==> config.mk <==
export PLATFORM = sky130hd
export DESIGN_NAME = asym_delay_confirm
export DESIGN_NICKNAME = d
export VERILOG_FILES = /design/src/rtl/conf_pkg.sv /design/src/rtl/confirm_rst_sync.sv /design/src/rtl/confirm_timer.sv /design/src/rtl/confirm_mode.sv /design/src/rtl/asym_delay_confirm.sv
export SDC_FILE = /design/constraint.sdc
export NUM_CORES = 1
export LEC_CHECK = 0
export ABC_AREA = 0
export ABC_CLOCK_PERIOD_IN_PS = 1200
export CAP_MARGIN = 20
export CORE_AREA = 2 2 39 41
export CTS_CLUSTER_SIZE = 24
export DETAILED_ROUTE_END_ITERATION = 8
export DIE_AREA = 0 0 41 43
export HOLD_SLACK_MARGIN = 0.08
export PLACE_DENSITY = 0.47
export SETUP_SLACK_MARGIN = 0.5
export SLEW_MARGIN = 20
export SYNTH_ARGS = -nofsm -noshare
export SYNTH_HDL_FRONTEND = slang
export SYNTH_SLANG_ARGS = --single-unit
==> constraint.sdc <==
create_clock -name clk -period 1.2 [get_ports clk]
set_input_delay 0.12 -clock clk [delete_from_list [all_inputs] [get_ports clk]]
set_output_delay 0.12 -clock clk [all_outputs]
set_load 0.02 [all_outputs]
==> src/rtl/conf_pkg.sv <==
package conf_pkg;

  typedef enum logic {
    MODE_ON_DELAY  = 1'b0,
    MODE_OFF_DELAY = 1'b1
  } dly_mode_e;

  // Level that reaches the output without a confirmation count.
  function automatic logic pass_level(dly_mode_e m);
    return (m == MODE_OFF_DELAY);
  endfunction

endpackage

==> src/rtl/confirm_rst_sync.sv <==
module confirm_rst_sync #(
  parameter int unsigned STAGES = 2
) (
  input  logic clk,
  input  logic arst_n,
  output logic rst_n_o
);

  logic [STAGES-1:0] sh_q;
  logic [STAGES-1:0] sh_d;

  always_comb begin
    sh_d = {sh_q[STAGES-2:0], 1'b1};
  end

  always_ff @(posedge clk or negedge arst_n) begin
    if (!arst_n) begin
      sh_q <= '0;
    end else begin
      sh_q <= sh_d;
    end
  end

  assign rst_n_o = sh_q[STAGES-1];

endmodule

==> src/rtl/confirm_timer.sv <==
module confirm_timer #(
  parameter int unsigned DELAY = 8
) (
  input  logic clk,
  input  logic rst_n,
  input  logic run_i,
  output logic expire_o,
  output logic busy_o
);

  localparam int unsigned CNT_W = (DELAY < 2) ? 1 : $clog2(DELAY);
  localparam logic [CNT_W-1:0] LAST = CNT_W'(DELAY - 1);

  logic [CNT_W-1:0] cnt_q;
  logic [CNT_W-1:0] cnt_d;
  logic             cnt_en;
  logic             at_last;

  assign at_last  = (cnt_q == LAST);
  assign expire_o = run_i && at_last;
  assign busy_o   = (cnt_q != '0);

  // Advance while a run is in progress; fall back to zero otherwise.
  always_comb begin
    cnt_en = run_i || busy_o;
    if (run_i && !at_last) begin
      cnt_d = cnt_q + 1'b1;
    end else begin
      cnt_d = '0;
    end
  end

  always_ff @(posedge clk or negedge rst_n) begin
    if (!rst_n) begin
      cnt_q <= '0;
    end else if (cnt_en) begin
      cnt_q <= cnt_d;
    end
  end

  AST_NO_OVERFLOW: assert property (@(posedge clk) disable iff (!rst_n)
    cnt_q <= LAST);

  AST_RUN_BROKEN_CLEARS: assert property (@(posedge clk) disable iff (!rst_n)
    !run_i |=> (cnt_q == '0));

endmodule

==> src/rtl/confirm_mode.sv <==
module confirm_mode
  import conf_pkg::*;
(
  input  logic      clk,
  input  logic      rst_n,
  input  logic      ld_i,
  input  logic      mode_i,
  output dly_mode_e mode_o
);

  dly_mode_e mode_q;
  dly_mode_e mode_d;
  logic      mode_en;

  // During reset the pin is followed on every edge so the first
  // functional edge already sees the intended mode.
  always_comb begin
    mode_en = !rst_n || ld_i;
    mode_d  = dly_mode_e'(mode_i);
  end

  always_ff @(posedge clk) begin
    if (mode_en) begin
      mode_q <= mode_d;
    end
  end

  assign mode_o = mode_q;

endmodule

==> src/rtl/asym_delay_confirm.sv <==
module asym_delay_confirm
  import conf_pkg::*;
#(
  parameter int unsigned DELAY     = 8,
  parameter logic        INIT_PREV = 1'b0
) (
  input  logic clk,
  input  logic rst_n,
  input  logic mode_i,
  input  logic din_i,
  output logic dout_o
);

  logic      rst_core_n;
  dly_mode_e mode_q;
  logic      fast_lvl;
  logic      slow_lvl;
  logic      run;
  logic      expire;
  logic      busy;
  logic      mode_ld;
  logic      q_q;
  logic      q_d;
  logic      q_en;

  confirm_rst_sync #(
    .STAGES (2)
  ) u_rst (
    .clk     (clk),
    .arst_n  (rst_n),
    .rst_n_o (rst_core_n)
  );

  confirm_mode u_mode (
    .clk    (clk),
    .rst_n  (rst_core_n),
    .ld_i   (mode_ld),
    .mode_i (mode_i),
    .mode_o (mode_q)
  );

  confirm_timer #(
    .DELAY (DELAY)
  ) u_timer (
    .clk      (clk),
    .rst_n    (rst_core_n),
    .run_i    (run),
    .expire_o (expire),
    .busy_o   (busy)
  );

  assign fast_lvl = pass_level(mode_q);
  assign slow_lvl = !fast_lvl;

  // A run lasts while the output still shows the pass level and the
  // input shows the level that needs confirmation.
  assign run     = (q_q == fast_lvl) && (din_i == slow_lvl);
  assign mode_ld = !busy && (din_i == q_q);

  always_comb begin
    q_en = (din_i == fast_lvl) || expire;
    if (din_i == fast_lvl) begin
      q_d = fast_lvl;
    end else begin
      q_d = slow_lvl;
    end
  end

  always_ff @(posedge clk or negedge rst_core_n) begin
    if (!rst_core_n) begin
      q_q <= INIT_PREV;
    end else if (q_en) begin
      q_q <= q_d;
    end
  end

  assign dout_o = q_q;

  AST_FAST_PASS: assert property (@(posedge clk) disable iff (!rst_core_n)
    (din_i == fast_lvl) |=> (dout_o == $past(fast_lvl)));

  AST_SLOW_NEEDS_COUNT: assert property (@(posedge clk) disable iff (!rst_core_n)
    ((dout_o != $past(dout_o)) && (dout_o == $past(slow_lvl))) |-> $past(expire));

  AST_SLOW_HELD: assert property (@(posedge clk) disable iff (!rst_core_n)
    ((dout_o == slow_lvl) && (din_i == slow_lvl)) |=> (dout_o == $past(dout_o)));

  AST_MODE_FROZEN: assert property (@(posedge clk) disable iff (!rst_core_n)
    busy |=> (mode_q == $past(mode_q)));

endmodule

Word-level counts from Yosys, hierarchy flattened
Cells that the tools add are included.
Word-level totals
  register bits: 7
  bits in latches: 0
  bits in writable memories: 0
  bits in read-only memories: 0
  input bits: 4
  output and inout port bits: 1
  memories kept: 0
Operators by class
  $add $sub $neg: 1
  multiply operators: 0
  div/mod/pow operators: 0
  $lt $le $gt $ge: 0
  equal/unequal tests: 5
  shifts and indexed selects: 0
  muxes and demuxes: 2
  bitwise logic cells: 0
  reduce and logical (&&, ||, !) cells: 12
Operator list (count)
  $eq 1x1->1: 4
  $logic_and 1x1->1: 4
  $logic_not 1->1: 4
  $add 3x1->3 const B: 1
  $eq 3x3->1 const B: 1
  $logic_or 1x1->1: 3
  $mux 3: 1
  $reduce_bool 3->1: 1
  $mux 1: 1

Depth between registers and ports, before layout
  depth in word-level cells: 5
  depth in mapped cells: 5
  depth with buffers taken out: 5

Cells and area by module
A second synthesis with hierarchy kept.
Second synthesis, totals
  cells, all modules: 30
  area total of the unflattened synthesis: 341.6 sq um
Modules (own cells, without submodules)
  confirm_timer: instances 1, cells each 15, area each 175.2 sq um
  asym_delay_confirm: instances 1, cells each 10, area each 76.3 sq um
  confirm_rst_sync: instances 1, cells each 3, area each 53.8 sq um
  confirm_mode: instances 1, cells each 2, area each 36.3 sq um

Least setup slack after synthesis
OpenSTA, ideal clock, no wires.
  path type: reg2reg
  from: register u_timer.cnt_q[0]
  to: register u_timer.cnt_q[0]
  setup time: 0.079 ns
  arrival time: 1.175 ns
  path slack: -0.054 ns
  cell stages (with the launch flop): 5
  path through: dfrtp_1 ha_1 ha_1 or2_2 mux2i_1
Between the ends
  cells in the longest elaborated chain, start to end: 4
RTL lines
  start, declared: line confirm_timer.sv:14  | logic [CNT_W-1:0] cnt_q;
  start signal, assigned: line confirm_timer.sv:37  | cnt_q <= cnt_d;
  branches (longest 4 deep; another with $add 3x1->3)
Parallel ways; which one is timed is not known.
A chain may end at the register's enable or synchronous reset.

Final worst setup path
  from: register u_timer.cnt_q[1]
  to: register u_mode.mode_q (netlist: u_mode.mode_o), enable pin
Between the ends
  cells in the longest elaborated chain, start to end: 4
RTL lines
  $reduce_bool 3->1: line confirm_timer.sv:21  | assign busy_o = (cnt_q != '0);
  $logic_not 1->1: line asym_delay_confirm.sv:58  | assign mode_ld = !busy && (din_i == q_q);
  $logic_and 1x1->1: line asym_delay_confirm.sv:58
  $logic_or 1x1->1: line confirm_mode.sv:18  | mode_en = !rst_n || ld_i;
  via u_mode.mode_en: line confirm_mode.sv:13  | logic mode_en;
  end signal, assigned: line confirm_mode.sv:24  | mode_q <= mode_d;
  end, declared: line confirm_mode.sv:11  | dly_mode_e mode_q;
The timed path passes the listed nets, and every way through them passes these cells.

==> results.json <==
{
  "hold_viol": 0,
  "antenna_found_initial": 0,
  "grt.busiest_layer": "met2",
  "yosys_warnings": 0,
  "path_buf_inv": 1,
  "netlist_instances": 30,
  "synth.distinct_cells": 16,
  "finalSetupViolCount": 2,
  "placed_area_um2": 457,
  "rrSetupSlack_ps": -10,
  "grt_pass1_wl_mm": 1.09,
  "final_core_util_pct": 38.1,
  "crit_chain": "inv_1 -> ha_2 -> nor2b_4 -> nand3_2 -> nand2_2",
  "peakVddDrop_uv": 829,
  "final_cell_area_um2": 527,
  "layout_commonest_cell": "dfrtp_1",
  "grt_max_degree": 6,
  "p_leak_uw": 0.000242,
  "hp-class": "in -> async",
  "post-route-period-util_pct": 101,
  "wl_per_cell_um": 10.6,
  "slowest_delay_ps": 400,
  "crit_path_end_kind": "flop",
  "setup.worst_path.start_class": "flop",
  "syn_area_um2": 363,
  "drt-initial-drc-count": 1,
  "outcome": "finished, violations left",
  "grt_use_met1_pct": 11.2,
  "drt-total-wl_um": 613,
  "numCtsBuffers": 3,
  "routed_via_density": 4.24,
  "placed_cells": 51,
  "clock_skew_ps": 5.73,
  "cts_tree": "done",
  "final_cell_mix": "dfrtp_1 (5), clkbuf_4 (3), clkdlybuf4s50_1 (3), buf_4 (3)",
  "start_util_pct": 26.2,
  "final_nets": 50,
  "die_area_mm2": 0.00176,
  "clk_path_buf_depth": 2,
  "clkLatencyLatePin_ps": 250,
  "met2_usage_pct": 13.8,
  "avgSynthCellArea_um2": 12.1,
  "cp.arrival_ps": 1180,
  "violations": "negative setup slack",
  "htreeDepth": 1,
  "rsz0062_at_grt": "true",
  "criticalPathCategory": "reg -> reg",
  "syn_nets": 37,
  "grt-ovfl-total": 0,
  "synthToLayoutAreaGrowth_pct": 45.2,
  "maxCapViolations": 0,
  "drc_errors": 0,
  "die_w_um": 41,
  "dr.pass1.iters": 2,
  "slowest_stage": "dfrtp_1",
  "routed-via-count": 246,
  "whs_ps": 40.2,
  "hpwl_um": 503,
  "core_region_area_mm2": 0.00138,
  "max_freq_mhz": 824,
  "antennaDiodeCount": 0,
  "place_congestion": 0.673,
  "fin_ws_ps": -14.0,
  "ys_seq_elements": 7,
  "setup_tns_ps": -15.5,
  "die_y_um": 43,
  "ant_nets": 0,
  "ys_seq_area_share_pct": 49.7,
  "cts_sinks": 7,
  "ctsRootBufferMaster": "clkbuf_4",
  "critical-path-top-delay-family": "flip-flops",
  "cp.required_ps": 1170,
  "final.min_clock_period_ps": 1210,
  "num_io_pins": 5,
  "clk_pin_slew_ps": 50,
  "grt_usage_pct": 9.72,
  "placementRows": 14,
  "slew_violations": 0,
  "grtUsageMet3_pct": 4.71,
  "drive_above_1_share_pct": 50.0,
  "grt_pass1_vias": 259,
  "io_buffers": 4,
  "worstPathMaxFanout": 3,
  "powerDensity_mw_per_mm2": 1930,
  "post_layout_nonfiller_instances": 58
}
[worst reg2reg max path: cells and delay by family (launching register included)]
family | cells | cell delay (ps)
buffers and inverters | 1 | 70
AND/OR/NAND/NOR | 3 | 300
flip-flops | 1 | 400
adder cells (fa/ha/maj) | 1 | 170
[routing by layer]
layer,vias to the layer above,routed length [um]
met5,-,0
met4,0,5
met3,2,15
met2,2,324
met1,119,267
li1,123,-
[stage by stage]
step | total power, uW | setup WS [ps]
floorplan | 600 | 68.2
global placement | 702 | -85.4
detailed placement | 723 | -118
CTS | 961 | -7.91
global route | 1110 | -71.9
finish | 1020 | -14.0
[final cells by class]
type / count / area (um^2)
clock buffers: 4 / 26.3
fillers: 134 / 857
inverters: 2 / 7.51
multi-input cells: 21 / 216
flip-flops and latches: 7 / 181
well taps: 16 / 20.0
repair buffers: 8 / 75.1
[power by group]
part,switching [uW],leakage (uW),internal [uW]
clock network,79.5,0.0000150,126
registers,58.3,0.0000836,298
logic,177,0.000143,279
total,314,0.000242,703
[cell families (layout without fill, tap and decap cells)]
kind of cell,Yosys count,in the layout,synth area share [%]
multiplexers,3,3,11.7
AND/OR/NAND/NOR,12,12,22.4
flip-flops,7,7,49.7
adder cells (fa/ha/maj),3,3,10.3
other,1,1,1.03
AO/OA/AOI/OAI,2,2,2.76
buffers and inverters,2,14,2.07
[Yosys cell counts]
cell	instances	share of area, %
ha_1	3	10
o21ai_0	1	1.4
nand2b_1	1	1.7
and3b_1	1	2.4
conb_1	1	1.0
nor2b_1	2	3.4
mux2i_1	2	5.5
or2_2	1	1.7
o21ai_1	1	1.4
mux2i_4	1	6.2
inv_1	2	2.1
dfrtp_1	6	41
nand2b_4	2	7.6
nand3_1	1	1.4
nand2_1	4	4.1
edfxtp_1	1	8.3
[registers in the layout, summed over array words and instances, names as in the netlist]
name,count
u_mode.mode_o,1
dout_o,1
u_rst.sh_q,2
u_timer.cnt_q,3
[final timing paths]
| check | from | endpoint | cells after the start |
|---|---|---|---|
| setup / recovery | u_timer.cnt_q[1]$_DFFE_PN0P_ | u_mode.mode_o$_DFFE_PP_ | 5 |
| hold / removal | rst_n | u_rst.sh_q[1]$_DFF_PN0_ | 1 |
| setup reg to reg | u_timer.cnt_q[1]$_DFFE_PN0P_ | u_mode.mode_o$_DFFE_PP_ | 5 |
| hold reg to reg | u_rst.sh_q[1]$_DFF_PN0_ | u_timer.cnt_q[1]$_DFFE_PN0P_ | 0 |
| max in group asynchronous | u_rst.sh_q[1]$_DFF_PN0_ | dout_o$_DFFE_PN0P_ | 0 |
| min in group clk | u_rst.sh_q[0]$_DFF_PN0_ | u_rst.sh_q[1]$_DFF_PN0_ | 0 |
[repair_timing]
action | in CTS | in global routing
gates resized for setup | 6 | 7
endpoints found under the setup margin | 6 | 6
setup buffers | 1 | 2
pin swaps | 2 | 4
hold endpoints to repair | 2 | 2
Note: power is estimated with default switching activity, not from simulation.
